`src/rtl/stkreg_pkg.sv`:
```
package stkreg_pkg;
  localparam int DEF_ENTRIES = 8;
  localparam int DEF_WIDTH   = 80;
  localparam int DEF_LOW_W   = 64;

  typedef enum logic [2:0] {
    OP_NOP        = 3'd0,
    OP_PUSH       = 3'd1,
    OP_POP        = 3'd2,
    OP_ST0_TO_STI = 3'd3,
    OP_STI_TO_ST0 = 3'd4,
    OP_XCHG       = 3'd5,
    OP_MM_WR      = 3'd6,
    OP_MM_ENTER   = 3'd7
  } stk_op_e;
endpackage

```
`src/rtl/stkreg_addr.sv`:
```
module stkreg_addr #(
  parameter int ENTRIES = stkreg_pkg::DEF_ENTRIES,
  localparam int PTR_W = $clog2(ENTRIES)
) (
  input  logic [PTR_W-1:0] top,
  input  logic [PTR_W-1:0] cmd_idx,
  input  logic [PTR_W-1:0] rd_idx,
  output logic [PTR_W-1:0] phys_top,
  output logic [PTR_W-1:0] phys_push,
  output logic [PTR_W-1:0] phys_cmd,
  output logic [PTR_W-1:0] phys_rd
);
  // relative slot to physical entry, wrapping at the power-of-two depth
  function automatic logic [PTR_W-1:0] rel2phys(input logic [PTR_W-1:0] t,
                                                input logic [PTR_W-1:0] i);
    return t + i;
  endfunction

  assign phys_top  = top;
  assign phys_push = top - PTR_W'(1);
  assign phys_cmd  = rel2phys(top, cmd_idx);
  assign phys_rd   = rel2phys(top, rd_idx);
endmodule

```
`src/rtl/stkreg_bank.sv`:
```
module stkreg_bank #(
  parameter int ENTRIES = stkreg_pkg::DEF_ENTRIES,
  parameter int WIDTH   = stkreg_pkg::DEF_WIDTH,
  localparam int PTR_W = $clog2(ENTRIES)
) (
  input  logic               clk,
  input  logic               rst_n,
  input  logic               wa_en,
  input  logic [PTR_W-1:0]   wa_idx,
  input  logic [WIDTH-1:0]   wa_data,
  input  logic               wa_vld,
  input  logic               wb_en,
  input  logic [PTR_W-1:0]   wb_idx,
  input  logic [WIDTH-1:0]   wb_data,
  input  logic               wb_vld,
  input  logic               all_vld_set,
  output logic [WIDTH-1:0]   ent_q [ENTRIES],
  output logic [ENTRIES-1:0] vld_q
);
  for (genvar k = 0; k < ENTRIES; k++) begin : g_ent
    logic [WIDTH-1:0] d_r;
    logic             v_r;
    wire hit_a = wa_en && (wa_idx == PTR_W'(k));
    wire hit_b = wb_en && (wb_idx == PTR_W'(k));

    always_ff @(posedge clk or negedge rst_n) begin
      if (!rst_n) begin
        d_r <= '0;
        v_r <= 1'b0;
      end else begin
        if (all_vld_set) v_r <= 1'b1;
        if (hit_a) begin
          d_r <= wa_data;
          v_r <= wa_vld;
        end
        if (hit_b) begin
          d_r <= wb_data;
          v_r <= wb_vld;
        end
      end
    end

    assign ent_q[k] = d_r;
    assign vld_q[k] = v_r;
  end
endmodule

```
`src/rtl/stkreg_ctrl.sv`:
```
module stkreg_ctrl
  import stkreg_pkg::*;
#(
  parameter int PTR_W = 3,
  parameter int WIDTH = stkreg_pkg::DEF_WIDTH,
  parameter int LOW_W = stkreg_pkg::DEF_LOW_W,
  localparam int HI_W = WIDTH - LOW_W
) (
  input  stk_op_e          op,
  input  logic [PTR_W-1:0] cmd_idx,
  input  logic [WIDTH-1:0] cmd_data,
  input  logic [PTR_W-1:0] phys_top,
  input  logic [PTR_W-1:0] phys_push,
  input  logic [PTR_W-1:0] phys_cmd,
  input  logic [WIDTH-1:0] st0_d,
  input  logic             st0_v,
  input  logic [WIDTH-1:0] sti_d,
  input  logic             sti_v,
  input  logic             push_tgt_v,
  output logic             wa_en,
  output logic [PTR_W-1:0] wa_idx,
  output logic [WIDTH-1:0] wa_data,
  output logic             wa_vld,
  output logic             wb_en,
  output logic [PTR_W-1:0] wb_idx,
  output logic [WIDTH-1:0] wb_data,
  output logic             wb_vld,
  output logic             all_vld_set,
  output logic             top_we,
  output logic [PTR_W-1:0] top_nx,
  output logic             fault_nx,
  output logic             ev_push_ok,
  output logic             ev_pop_ok,
  output logic             ev_mm_op
);
  // packed write image: low lanes from the command, upper bits forced high
  function automatic logic [WIDTH-1:0] mm_image(input logic [WIDTH-1:0] d);
    return {{HI_W{1'b1}}, d[LOW_W-1:0]};
  endfunction

  always_comb begin
    wa_en       = 1'b0;
    wa_idx      = phys_top;
    wa_data     = st0_d;
    wa_vld      = 1'b1;
    wb_en       = 1'b0;
    wb_idx      = phys_cmd;
    wb_data     = st0_d;
    wb_vld      = 1'b1;
    all_vld_set = 1'b0;
    top_we      = 1'b0;
    top_nx      = phys_top;
    fault_nx    = 1'b0;
    ev_push_ok  = 1'b0;
    ev_pop_ok   = 1'b0;
    ev_mm_op    = 1'b0;
    unique case (op)
      OP_PUSH: begin
        if (push_tgt_v) fault_nx = 1'b1;
        else begin
          wa_en      = 1'b1;
          wa_idx     = phys_push;
          wa_data    = cmd_data;
          top_we     = 1'b1;
          top_nx     = phys_push;
          ev_push_ok = 1'b1;
        end
      end
      OP_POP: begin
        if (!st0_v) fault_nx = 1'b1;
        else begin
          wa_en     = 1'b1;
          wa_vld    = 1'b0;
          top_we    = 1'b1;
          top_nx    = phys_top + PTR_W'(1);
          ev_pop_ok = 1'b1;
        end
      end
      OP_ST0_TO_STI: begin
        if (!st0_v) fault_nx = 1'b1;
        else wb_en = 1'b1;
      end
      OP_STI_TO_ST0: begin
        if (!sti_v) fault_nx = 1'b1;
        else begin
          wa_en   = 1'b1;
          wa_data = sti_d;
        end
      end
      OP_XCHG: begin
        if (!st0_v || !sti_v) fault_nx = 1'b1;
        else begin
          wa_en   = 1'b1;
          wa_data = sti_d;
          wb_en   = 1'b1;
        end
      end
      OP_MM_WR: begin
        wa_en       = 1'b1;
        wa_idx      = cmd_idx;
        wa_data     = mm_image(cmd_data);
        all_vld_set = 1'b1;
        top_we      = 1'b1;
        top_nx      = '0;
        ev_mm_op    = 1'b1;
      end
      OP_MM_ENTER: begin
        all_vld_set = 1'b1;
        top_we      = 1'b1;
        top_nx      = '0;
        ev_mm_op    = 1'b1;
      end
      default: ;
    endcase
  end
endmodule

```
`src/rtl/stkreg_lanes.sv`:
```
module stkreg_lanes #(
  parameter int LOW_W = stkreg_pkg::DEF_LOW_W
) (
  input  logic [LOW_W-1:0] word,
  input  logic [1:0]       sz,
  input  logic [2:0]       sel,
  output logic [LOW_W-1:0] lane
);
  function automatic logic [LOW_W-1:0] lane_pick(input logic [LOW_W-1:0] w,
                                                 input logic [1:0] s,
                                                 input logic [2:0] n);
    logic [LOW_W-1:0] sh;
    unique case (s)
      2'd0: begin
        sh = w >> (32'(n) * 8);
        return sh & LOW_W'(8'hFF);
      end
      2'd1: begin
        sh = w >> (32'(n[1:0]) * 16);
        return sh & LOW_W'(16'hFFFF);
      end
      2'd2: begin
        sh = w >> (32'(n[0]) * 32);
        return sh & LOW_W'(32'hFFFF_FFFF);
      end
      default: return w;
    endcase
  endfunction

  assign lane = lane_pick(word, sz, sel);
endmodule

```
`src/rtl/stkreg_alias.sv`:
```
module stkreg_alias
  import stkreg_pkg::*;
#(
  parameter int ENTRIES = stkreg_pkg::DEF_ENTRIES,
  parameter int WIDTH   = stkreg_pkg::DEF_WIDTH,
  parameter int LOW_W   = stkreg_pkg::DEF_LOW_W,
  localparam int PTR_W = $clog2(ENTRIES)
) (
  input  logic             clk,
  input  logic             rst_n,
  input  logic [2:0]       cmd_op,
  input  logic [PTR_W-1:0] cmd_idx,
  input  logic [WIDTH-1:0] cmd_data,
  input  logic [PTR_W-1:0] rd_idx,
  input  logic [1:0]       lane_sz,
  input  logic [2:0]       lane_sel,
  output logic [PTR_W-1:0] top_q,
  output logic             fault_q,
  output logic [WIDTH-1:0] st0_q,
  output logic             st0_valid,
  output logic [WIDTH-1:0] sti_q,
  output logic             sti_valid,
  output logic [LOW_W-1:0] mm_q,
  output logic [LOW_W-1:0] lane_q
);
  logic [PTR_W-1:0]   top_r;
  logic               fault_r;
  logic [PTR_W-1:0]   phys_top, phys_push, phys_cmd, phys_rd;
  logic [WIDTH-1:0]   ent_q [ENTRIES];
  logic [ENTRIES-1:0] vld_q;

  logic               wa_en, wa_vld, wb_en, wb_vld, all_vld_set;
  logic [PTR_W-1:0]   wa_idx, wb_idx, top_nx;
  logic [WIDTH-1:0]   wa_data, wb_data;
  logic               top_we, fault_nx;
  // named events for the checker
  logic               ev_push_ok, ev_pop_ok, ev_mm_op;

  stkreg_addr #(.ENTRIES(ENTRIES)) addr_i (
    .top(top_r), .cmd_idx(cmd_idx), .rd_idx(rd_idx),
    .phys_top(phys_top), .phys_push(phys_push),
    .phys_cmd(phys_cmd), .phys_rd(phys_rd)
  );

  stkreg_ctrl #(.PTR_W(PTR_W), .WIDTH(WIDTH), .LOW_W(LOW_W)) ctrl_i (
    .op(stk_op_e'(cmd_op)), .cmd_idx(cmd_idx), .cmd_data(cmd_data),
    .phys_top(phys_top), .phys_push(phys_push), .phys_cmd(phys_cmd),
    .st0_d(ent_q[phys_top]), .st0_v(vld_q[phys_top]),
    .sti_d(ent_q[phys_cmd]), .sti_v(vld_q[phys_cmd]),
    .push_tgt_v(vld_q[phys_push]),
    .wa_en(wa_en), .wa_idx(wa_idx), .wa_data(wa_data), .wa_vld(wa_vld),
    .wb_en(wb_en), .wb_idx(wb_idx), .wb_data(wb_data), .wb_vld(wb_vld),
    .all_vld_set(all_vld_set), .top_we(top_we), .top_nx(top_nx),
    .fault_nx(fault_nx), .ev_push_ok(ev_push_ok), .ev_pop_ok(ev_pop_ok),
    .ev_mm_op(ev_mm_op)
  );

  stkreg_bank #(.ENTRIES(ENTRIES), .WIDTH(WIDTH)) bank_i (
    .clk(clk), .rst_n(rst_n),
    .wa_en(wa_en), .wa_idx(wa_idx), .wa_data(wa_data), .wa_vld(wa_vld),
    .wb_en(wb_en), .wb_idx(wb_idx), .wb_data(wb_data), .wb_vld(wb_vld),
    .all_vld_set(all_vld_set), .ent_q(ent_q), .vld_q(vld_q)
  );

  stkreg_lanes #(.LOW_W(LOW_W)) lanes_i (
    .word(mm_q), .sz(lane_sz), .sel(lane_sel), .lane(lane_q)
  );

  always_ff @(posedge clk or negedge rst_n) begin
    if (!rst_n) begin
      top_r   <= '0;
      fault_r <= 1'b0;
    end else begin
      fault_r <= fault_nx;
      if (top_we) top_r <= top_nx;
    end
  end

  assign top_q     = top_r;
  assign fault_q   = fault_r;
  assign st0_q     = ent_q[phys_top];
  assign st0_valid = vld_q[phys_top];
  assign sti_q     = ent_q[phys_rd];
  assign sti_valid = vld_q[phys_rd];
  assign mm_q      = ent_q[rd_idx][LOW_W-1:0];
endmodule

```
`config.mk`:
```
export PLATFORM = sky130hd
export DESIGN_NAME = stkreg_alias
export DESIGN_NICKNAME = d
export VERILOG_FILES = /design/src/rtl/stkreg_pkg.sv /design/src/rtl/stkreg_addr.sv /design/src/rtl/stkreg_bank.sv /design/src/rtl/stkreg_ctrl.sv /design/src/rtl/stkreg_lanes.sv /design/src/rtl/stkreg_alias.sv
export SDC_FILE = /design/constraint.sdc
export NUM_CORES = 2
export LEC_CHECK = 0
export BUFFER_PORTS_ARGS = -buffer_cell sky130_fd_sc_hd__buf_2
export CAP_MARGIN = 20
export CELL_PAD_IN_SITES_DETAIL_PLACEMENT = 0
export CELL_PAD_IN_SITES_GLOBAL_PLACEMENT = 1
export CORE_UTILIZATION = 35
export DETAILED_ROUTE_END_ITERATION = 7
export PLACE_DENSITY_LB_ADDON = 0.08
export SYNTH_ARGS = -nofsm -noshare
export SYNTH_HDL_FRONTEND = slang
export SYNTH_HIERARCHICAL = 1
export SYNTH_SLANG_ARGS = --single-unit
```
`constraint.sdc`:
```
create_clock -name clk -period 11.7 [get_ports clk]
set_clock_uncertainty 0.1 [all_clocks]
set_input_delay 1.755 -clock clk [delete_from_list [all_inputs] [get_ports clk]]
set_output_delay 1.755 -clock clk [all_outputs]
set_load 0.02 [all_outputs]
```
==> results by group <==
Clocking
  – H-tree levels: 3
  – Clock buffer depth: 3
  – Post-CTS Setup Inserts: 0
  – TritonCTS clock tree: built
  – Number of hold buffers added after cts: 0
  – Worst-Skew Late Latency: between 700 and 800 ps
  – Inserted Clock Buffers: 90
  – Root Driver: clkbuf_16
  – Post_cts resized: 0
  – Clk sinks: 652
  – CTS clock-pin slew for the worst setup and hold paths: 50 ps

Detailed routing
  – Met2 WL post-DR: 115,000 um
  – Met3 WL: 18,300 um
  – Drt drc: 0
  – Via count: roughly 44,000
  – DR pass1 iterations: 6
  – Wirelength per Cell: ~35 um
  – First DRT Iteration DRCs: between 4,000 and 5,000
  – Wire length on met1: about 110,000 um
  – DR vias/cell: slightly above 6
  – Post-DRT Antenna Nets: 0
  – Final WL: roughly 250,000 um
  – Highest routed layer: met5

Placement
  – Setup WS pre-CTS: roughly 3700 ps
  – Post-DP HPWL: between 100,000 and 150,000 um
  – Final RePlAce weighted congestion: a little over 0.8
  – Buffers on Ports: a little under 400
  – Dpl cells: between 6,000 and 7,000

STA
  – Final period util: between 60% and 70%
  – Worst slew pin tran: around 1300 ps
  – Slew HR: a little over an eighth
  – Max-slew violations: 0
  – Final Hold Viols: 0
  – RSZ-0062 raised after global routing: no
  – Final Critical Period: 7930 ps
  – Worst Setup Slack, final: ~3800 ps
  – # setup viols final: 0
  – Setup_tns: 0 ps
  – Fmax: 0.126 GHz

Die
  – DIE WIDTH: roughly 410 um
  – Number of cell rows: ~150
  – Starting Density: 35.4%
  – Core Box Area: ~160,000 um2
  – Die area: about 160,000 um2
  – Die Y: just over 400 um
  – # IOs: just under 400

Yosys
  – Average cell area after synthesis: around 11 um2
  – Syn nets: between 5,000 and 6,000
  – Cell area after synthesis: roughly 57,000 um2
  – Mapped Cells: around 5,100
  – Warnings, synthesis: 6

Final layout
  – # fillers: around 16,000
  – P&R area growth vs syn: 8.12%
  – Most common cell after layout, fill and taps aside: dfrtp_1
  – Most frequent cells in the layout: dfrtp_1 (649), mux2i_1 (644), mux4_2 (608)
  – Final std cells w/o fill: roughly 7,000
  – Final nets: 5,011
  – Layout cells sized above 1: approximately a third

Global route
  – GRT overflow: 0
  – Vias in the first global route: approximately 43,000
  – Initial antenna violation count: 21
  – Largest net degree at the start of global routing: 130
  – First-pass GRT wire length: 353,000 um
  – All-layer global routing usage: between 30% and 40%

Power
  – Switching Fraction: roughly half
  – Switching power: 11.4 mW
  – Combinational share of power: between 60% and 70%
  – Power density cells: about 380 nW/um2
  – Flop pwr share: roughly a fifth
  – Max VDD drop: about 0.0003 V
  – Clk pwr share: 12.0%
  – P_leak: ~26 nW
  – P_int: around 12 mW
  – Total Power: around 23 mW

Critical path
  – WP data required: a little under 10,000 ps
  – Reg2reg path depth: 11
  – WP data arrival: 6080 ps
  – Startpoint Class: input pin
  – Worst R2R Setup Slack: ~4500 ps
  – Reg2Reg Capture Point: bank_i/g_ent[0].d_r[35]$_DFFE_PN0P_
  – Reg2reg start: top_q[2]$_DFFE_PN0P_
  – Max FO, Critical Path: 38
  – Crit path capture type: output pin
  – Critical path type: input pin to output pin

Hold path
  – Worst Hold Path EP: bank_i/g_ent[0].d_r[75]$_DFFE_PN0P_
  – HP Class: register to register
  – Worst hold path depth: 2
  – Worst hold start: bank_i/g_ent[0].d_r[75]$_DFFE_PN0P_

Run
  – Max-cap violations: 0

Run status
  – Status: completed
## per-layer routing
metal / track usage, % / vias up
met4: 10.6 / 8
li1: - / 18700
met1: 42.6 / 23200
met5: 0 / -
met3: 5.42 / 369
met2: 46.8 / 1927
## final cells by class
class | count | area, um2 | share of cell area [%]
sequential | 652 | 16300 | 26.5
multi-input combinational | 3618 | 36700 | 59.4
tap | 2160 | 2700 | 4.38
inverter | 41 | 161 | 0.261
clock inverter | 26 | 299 | 0.484
antenna | 11 | 27.5 | 0.0446
clock buffer | 131 | 2540 | 4.11
timing repair buffer | 506 | 3000 | 4.86
## critical path: stages
cell	delay [ps]
buf_8	230
buf_4	740
buf_4	790
mux4_2	590
mux2_2	390
mux4_2	490
a22oi_1	190
a31oi_1	370
buf_2	300
## registers in the layout, indices dropped and copies added (netlist names)
name	count
bank_i/g_ent.d_r	640
bank_i/g_ent.v_r	8
fault_q	1
top_q	3
## stage by stage
stage / hold WS [ps] / area [um2] / util (%)
after floorplan: 437 / 57100 / -
after global placement: 474 / 58800 / 36.4
after detailed placement: 487 / 58800 / 36.4
after CTS: 508 / 61600 / 38.2
after global routing: 535 / 61700 / 38.2
final: 504 / 61700 / 38.3
## worst max path at each step
| stage | start | end | depth (start not counted) |
|---|---|---|---|
| finish | rd_idx[0] | lane_q[0] | 9 |
| global route | rd_idx[0] | lane_q[0] | 9 |
| CTS | rd_idx[0] | lane_q[0] | 9 |
| detailed placement | rd_idx[0] | lane_q[0] | 9 |
| global placement | rd_idx[0] | lane_q[0] | 9 |
| floorplan | rd_idx[0] | lane_q[15] | 7 |
## power by group through the flow
stage	Clock [mW]	Sequential (mW)	Combinational, mW
global placement	0	4.60	15.7
finish	2.78	4.63	15.8
floorplan	0	4.13	11.9
detailed placement	0	4.62	15.8
CTS	2.85	4.59	15.8
global route	2.93	4.81	16.6
Note: power is estimated with default switching activity, not from simulation.
